--- config.mk ---
export PLATFORM = sky130hd
export DESIGN_NAME = rx_wm_fifo
export DESIGN_NICKNAME = d
export VERILOG_FILES = /design/src/rtl/rx_wm_pkg.sv /design/src/rtl/rx_wm_store.sv /design/src/rtl/rx_wm_ctrl.sv /design/src/rtl/rx_wm_level.sv /design/src/rtl/rx_wm_fifo.sv
export SDC_FILE = /design/constraint.sdc
export NUM_CORES = 1
export LEC_CHECK = 0
export ABC_AREA = 1
export BUFFER_PORTS_ARGS = -buffer_cell sky130_fd_sc_hd__buf_2
export CAP_MARGIN = 20
export CELL_PAD_IN_SITES_DETAIL_PLACEMENT = 1
export CELL_PAD_IN_SITES_GLOBAL_PLACEMENT = 2
export CORE_MARGIN = 1
export CORE_UTILIZATION = 40
export CTS_CLUSTER_SIZE = 14
export DETAILED_ROUTE_END_ITERATION = 10
export PLACE_DENSITY_LB_ADDON = 0.3
export SYNTH_ARGS = -nofsm -noshare
export SYNTH_HDL_FRONTEND = slang
export SYNTH_SLANG_ARGS = --single-unit
export TNS_END_PERCENT = 1
--- constraint.sdc ---
create_clock -name clk -period 2.9 [get_ports clk]
set_input_delay 0.29 -clock clk [delete_from_list [all_inputs] [get_ports clk]]
set_output_delay 0.29 -clock clk [all_outputs]
set_load 0.01 [all_outputs]
--- src/rtl/rx_wm_pkg.sv ---
package rx_wm_pkg;
    typedef enum logic [1:0] {
        ST_EMPTY = 2'd0,
        ST_PART  = 2'd1,
        ST_FULL  = 2'd2
    } rxq_state_e;
endpackage

--- src/rtl/rx_wm_store.sv ---
module rx_wm_store #(
    parameter int DEPTH = 16,
    parameter int WIDTH = 8,
    localparam int AW = $clog2(DEPTH)
) (
    input  logic             clk,
    input  logic             rst_n,
    input  logic             wr_en,
    input  logic [AW-1:0]    wr_ptr,
    input  logic [WIDTH-1:0] wr_data,
    input  logic             rd_en,
    input  logic [AW-1:0]    rd_ptr,
    output logic [WIDTH-1:0] rd_data
);
    logic [WIDTH-1:0] mem [DEPTH];

    always_ff @(posedge clk) begin
        if (wr_en) mem[wr_ptr] <= wr_data;
    end

    // Read register: holds its value unless a real pop was taken.
    always_ff @(posedge clk) begin
        if (!rst_n)     rd_data <= '0;
        else if (rd_en) rd_data <= mem[rd_ptr];
    end

    assert_rd_hold_R4: assert property (@(posedge clk) disable iff (!rst_n)
        !rd_en |=> $stable(rd_data));
endmodule

--- src/rtl/rx_wm_ctrl.sv ---
module rx_wm_ctrl
    import rx_wm_pkg::*;
#(
    parameter int DEPTH = 16,
    localparam int AW = $clog2(DEPTH),
    localparam int CW = AW + 1
) (
    input  logic          clk,
    input  logic          rst_n,
    input  logic          push,
    input  logic          pop,
    output logic          wr_en,
    output logic          rd_en,
    output logic [AW-1:0] wr_ptr,
    output logic [AW-1:0] rd_ptr,
    output logic [CW-1:0] count,
    output logic          empty,
    output logic          full,
    output logic          overflow
);
    localparam logic [CW-1:0] CNT_MAX  = CW'(DEPTH);
    localparam logic [AW-1:0] PTR_LAST = AW'(DEPTH - 1);

    rxq_state_e state, state_nxt;
    logic       pop_ok, push_ok, drop;
    logic [CW-1:0] count_nxt;

    assign pop_ok    = pop && (state != ST_EMPTY);
    assign push_ok   = push && ((state != ST_FULL) || pop_ok);
    assign drop      = push && !push_ok;
    assign wr_en     = push_ok;
    assign rd_en     = pop_ok;
    assign count_nxt = count + CW'(push_ok) - CW'(pop_ok);

    // Transition logic
    always_comb begin
        state_nxt = state;
        unique case (state)
            ST_EMPTY: if (push_ok) state_nxt = ST_PART;            // FILL_FIRST
            ST_PART: begin
                if (count_nxt == '0)          state_nxt = ST_EMPTY; // DRAIN_LAST
                else if (count_nxt == CNT_MAX) state_nxt = ST_FULL; // FILL_TOP
            end
            ST_FULL:  if (pop_ok && !push_ok) state_nxt = ST_PART; // DRAIN_TOP
            default:  state_nxt = ST_EMPTY;
        endcase
    end

    // State register
    always_ff @(posedge clk) begin
        if (!rst_n) state <= ST_EMPTY;
        else        state <= state_nxt;
    end

    // Output decode
    always_comb begin
        empty = 1'b0;
        full  = 1'b0;
        unique case (state)
            ST_EMPTY: empty = 1'b1;
            ST_PART:  ;
            ST_FULL:  full = 1'b1;
            default:  empty = 1'b1;
        endcase
    end

    // Pointers, count and sticky drop flag
    always_ff @(posedge clk) begin
        if (!rst_n) begin
            wr_ptr   <= '0;
            rd_ptr   <= '0;
            count    <= '0;
            overflow <= 1'b0;
        end else begin
            if (push_ok) wr_ptr <= (wr_ptr == PTR_LAST) ? '0 : wr_ptr + 1'b1;
            if (pop_ok)  rd_ptr <= (rd_ptr == PTR_LAST) ? '0 : rd_ptr + 1'b1;
            count <= count_nxt;
            if (drop) overflow <= 1'b1;
        end
    end

    assert_count_bound_R6: assert property (@(posedge clk) disable iff (!rst_n)
        count <= CNT_MAX);
    assert_flags_excl_R6: assert property (@(posedge clk) disable iff (!rst_n)
        !(empty && full));
    assert_no_overflow_R3: assert property (@(posedge clk) disable iff (!rst_n)
        (full && push && !pop) |=> (count == CNT_MAX) && overflow);
    assert_ovf_sticky_R3: assert property (@(posedge clk) disable iff (!rst_n)
        overflow |=> overflow);
    assert_empty_pop_R4: assert property (@(posedge clk) disable iff (!rst_n)
        (empty && pop && !push) |=> empty && $stable(rd_ptr));
    assert_full_both_R9: assert property (@(posedge clk) disable iff (!rst_n)
        (full && push && pop) |=> full && $stable(overflow));
    assert_state_legal_R10: assert property (@(posedge clk) disable iff (!rst_n)
        $onehot0({state == ST_EMPTY, state == ST_PART, state == ST_FULL}) &&
        (state != 2'd3));
endmodule

--- src/rtl/rx_wm_level.sv ---
module rx_wm_level #(
    parameter int DEPTH = 16,
    localparam int AW = $clog2(DEPTH),
    localparam int CW = AW + 1
) (
    input  logic          clk,
    input  logic          rst_n,
    input  logic          wm_we,
    input  logic [AW-1:0] wm_in,
    input  logic [CW-1:0] count,
    output logic          hit
);
    logic [AW-1:0] wm_q;

    always_ff @(posedge clk) begin
        if (!rst_n)     wm_q <= AW'(DEPTH - 1);
        else if (wm_we) wm_q <= wm_in;
    end

    // Level, not a latched event: follows count and threshold every cycle.
    assign hit = count > CW'(wm_q);

    assert_wm_load_R8: assert property (@(posedge clk) disable iff (!rst_n)
        wm_we |=> (wm_q == $past(wm_in)));
    assert_hit_zero_R7: assert property (@(posedge clk) disable iff (!rst_n)
        (count == '0) |-> !hit);
endmodule

--- src/rtl/rx_wm_fifo.sv ---
module rx_wm_fifo #(
    parameter int DEPTH = 16,
    parameter int WIDTH = 8,
    localparam int AW = $clog2(DEPTH),
    localparam int CW = AW + 1
) (
    input  logic             clk,
    input  logic             rst_n,
    input  logic             push,
    input  logic [WIDTH-1:0] push_data,
    input  logic             pop,
    output logic [WIDTH-1:0] rd_data,
    input  logic             thresh_we,
    input  logic [AW-1:0]    thresh_val,
    output logic [AW-1:0]    occupancy,
    output logic             empty,
    output logic             full,
    output logic             thresh_hit,
    output logic             overflow
);
    logic          wr_en, rd_en;
    logic [AW-1:0] wr_ptr, rd_ptr;
    logic [CW-1:0] count;

    rx_wm_ctrl #(.DEPTH(DEPTH)) u_ctrl (
        .clk(clk), .rst_n(rst_n), .push(push), .pop(pop),
        .wr_en(wr_en), .rd_en(rd_en), .wr_ptr(wr_ptr), .rd_ptr(rd_ptr),
        .count(count), .empty(empty), .full(full), .overflow(overflow)
    );

    rx_wm_store #(.DEPTH(DEPTH), .WIDTH(WIDTH)) u_store (
        .clk(clk), .rst_n(rst_n), .wr_en(wr_en), .wr_ptr(wr_ptr),
        .wr_data(push_data), .rd_en(rd_en), .rd_ptr(rd_ptr), .rd_data(rd_data)
    );

    rx_wm_level #(.DEPTH(DEPTH)) u_level (
        .clk(clk), .rst_n(rst_n), .wm_we(thresh_we), .wm_in(thresh_val),
        .count(count), .hit(thresh_hit)
    );

    logic [CW-1:0] count_m1;
    assign count_m1  = count - 1'b1;
    assign occupancy = empty ? '0 : count_m1[AW-1:0];

    assert_occ_empty_R5: assert property (@(posedge clk) disable iff (!rst_n)
        empty |-> (occupancy == '0));
endmodule

==> out/metrics.cfg <==
[run_status]
status=completed

[routing]
drc=0
routed_wl_mm=17.1
vias_per_cell=5.13
via_count=4702
wl_per_cell_um=18.7
firstDrtPassIters=4
ant_nets=0
drt_iter0_markers=269

[global_route]
grt_pass1_vias=4994
grt_max_degree=42
grt_pass1_wl_mm=27.1
antenna_found_initial=0
grt-ovfl-total=0
grt_use_total_pct=20.9

[sta]
final_max_slew_viol_count=0
finalSetupViolations=0
hold_ws_ns=0.0963
skew_ns=0.00921
finalCritPeriodShare_pct=90.6
relSlewSlack_pct=51.1
finalWorstSetupSlack_ns=0.274
fmax_mhz=381
fin_crit_ns=2.63
rsz0062_at_grt=false
hold_viol=0
setup_tns_ns=0
worst_pin_slew_ns=0.730

[clock_network]
cts_resized=0
clock_path_buffers=2
cts.reportedPaths.clkPinSlew_ns=0.07
cts_hold_buf=0
clkLatencyLatePin_ns=0.42
numClockSinks=156
numCtsBuffers=17
cts_tree=built
cts_max_level=4
post-cts-setup-buffers=0
root_buffer=clkbuf_16

[job]
cap_violations=0

[final_layout]
diodes=0
layout-drive-gt1-share_pct=14.8
fillers=1826
multi_input_area_um2=2010
nets=721
fin_area_um2=7720
areaGrowthSynthToFinish_pct=14.7
utilization_pct=46.7
stdcell_count=916
seq_area_um2=4410

[synth]
ys_types=28
syn_avg_cell_area_um2=10.5
synth_top_area_share_pct=57.1
yosysWarningCount=0
yosys-top-cells-area=edfxtp_1 (57%), dfxtp_1 (8.3%), nor2_1 (7.6%)
yosysTopAreaCell=edfxtp_1
yosysSeqAreaShare_pct=65.5
netlist_instances=638
mappedNetlistArea_um2=6730
ys_ff_latch=156
synth_nets=676

[die]
start_util_pct=40.7
num_io_pins=33
coreArea_um2=16500
die_x_um=132
dieArea_um2=17300
fp.dieH_um=132
rows=47

[critical_path]
path_class=reg2reg
crit_required_ns=3.25
endpoint_kind=flop
crit_arrival_ns=2.98
start_kind=flop
path_max_fanout=7

[placed_design]
port_buffers=32
dp.cells=884
dp_slack_ns=0.108
place_area_um2=7160
gp_congestion=0.805
dp_hpwl_mm=11.6

[power]
fin_total_pwr_mw=6.34
p_leak_nw=2.98
p_per_area_nw_per_um2=822
peakVddDrop_mv=0.511

[min_path]
hold_path.class=in2reg

[cell type report]
type / instances / area share [%]
Sequential cell: 156 / 57.1
Tap cell: 220 / 3.57
Multi-Input combinational cell: 410 / 26.1
Clock buffer: 17 / 5.51
Clock inverter: 15 / 1.49
Inverter: 47 / 2.32
Timing Repair Buffer: 51 / 3.92
[logic make-up after synthesis]
| group | share of synthesized area, % |
|---|---|
| buf+inv | 4.87 |
| compound gates | 9.37 |
| flops | 65.5 |
| simple gates | 15.9 |
| fa+ha+maj | 4.02 |
| xor+xnor | 0.391 |
[final timing paths]
kind                                       from               to  cells past startpoint  slack (ns)
worst max-delay path            u_ctrl.state[0]  u_ctrl.state[1]                     20        0.27
worst min-delay path              thresh_val[2]  u_level.wm_q[2]                      3         0.1
worst max register to register  u_ctrl.state[0]  u_ctrl.state[1]                     20        0.27
worst min register to register  u_ctrl.overflow  u_ctrl.overflow                      1        0.47
[per-layer routing]
metal | vias up | track usage (%) | part of all wire [%]
met5 | - | 0 | 0
met4 | 0 | 8.59 | 2.8
met3 | 28 | 3.94 | 3.1
met2 | 99 | 35.5 | 49
met1 | 2311 | 26.2 | 45
li1 | 2264 | - | -
[cells in the mapped netlist (all sizes together)]
library cell,n
ha,20
a22oi,1
nor2,138
o211ai,8
xor2,2
or2,8
nor3,1
clkbuf,5
o21ai,85
o21a,1
dfxtp,28
clkinv,3
nand3,30
nand2,87
nand4,2
fa,1
inv,44
xnor2,1
edfxtp,128
a21oi,25
buf,20
[sequential cells by signal, summed over array words and instances, names as in the netlist]
name             cells
u_ctrl.count         5
u_ctrl.overflow      1
u_ctrl.state         2
u_store.mem        128
u_level.wm_q         4
u_ctrl.wr_ptr        4
u_store.rd_data      8
u_ctrl.rd_ptr        4
[cell usage in the layout (no fill, tap or decap), types with 25 or more instances in the layout]
cell      count
buf_2        32
edfxtp_1    128
o21ai_1      31
a21oi_1      25
o21ai_0      54
nor2_1      136
dfxtp_1      25
inv_1        41
nand3_1      29
nand2_1      84
[where the power goes]
| part | internal, mW | switching [mW] |
|---|---|---|
| Clock | 1.11 | 0.937 |
| Combinational | 0.567 | 1.09 |
| Sequential | 2.56 | 0.0836 |
| Total | 4.23 | 2.11 |
[worst max-delay path, stage by stage (launching register included)]
cell and delay, ns:
dfxtp_2 0.36, inv_1 0.07, ha_2 0.21, inv_1 0.07, nand2_2 0.05, nand2_1 0.11, nand2_4 0.10, inv_4 0.10
nand2_1 0.05, nand2_1 0.06, ha_1 0.16, inv_1 0.05, fa_1 0.50, nand2_1 0.07, nor2_2 0.12, nand3_2 0.09
nand2_2 0.08, nand2_1 0.08, nand2_1 0.08, nand2_1 0.05, nor2_1 0.09
Power figures use the tool's default switching activity.
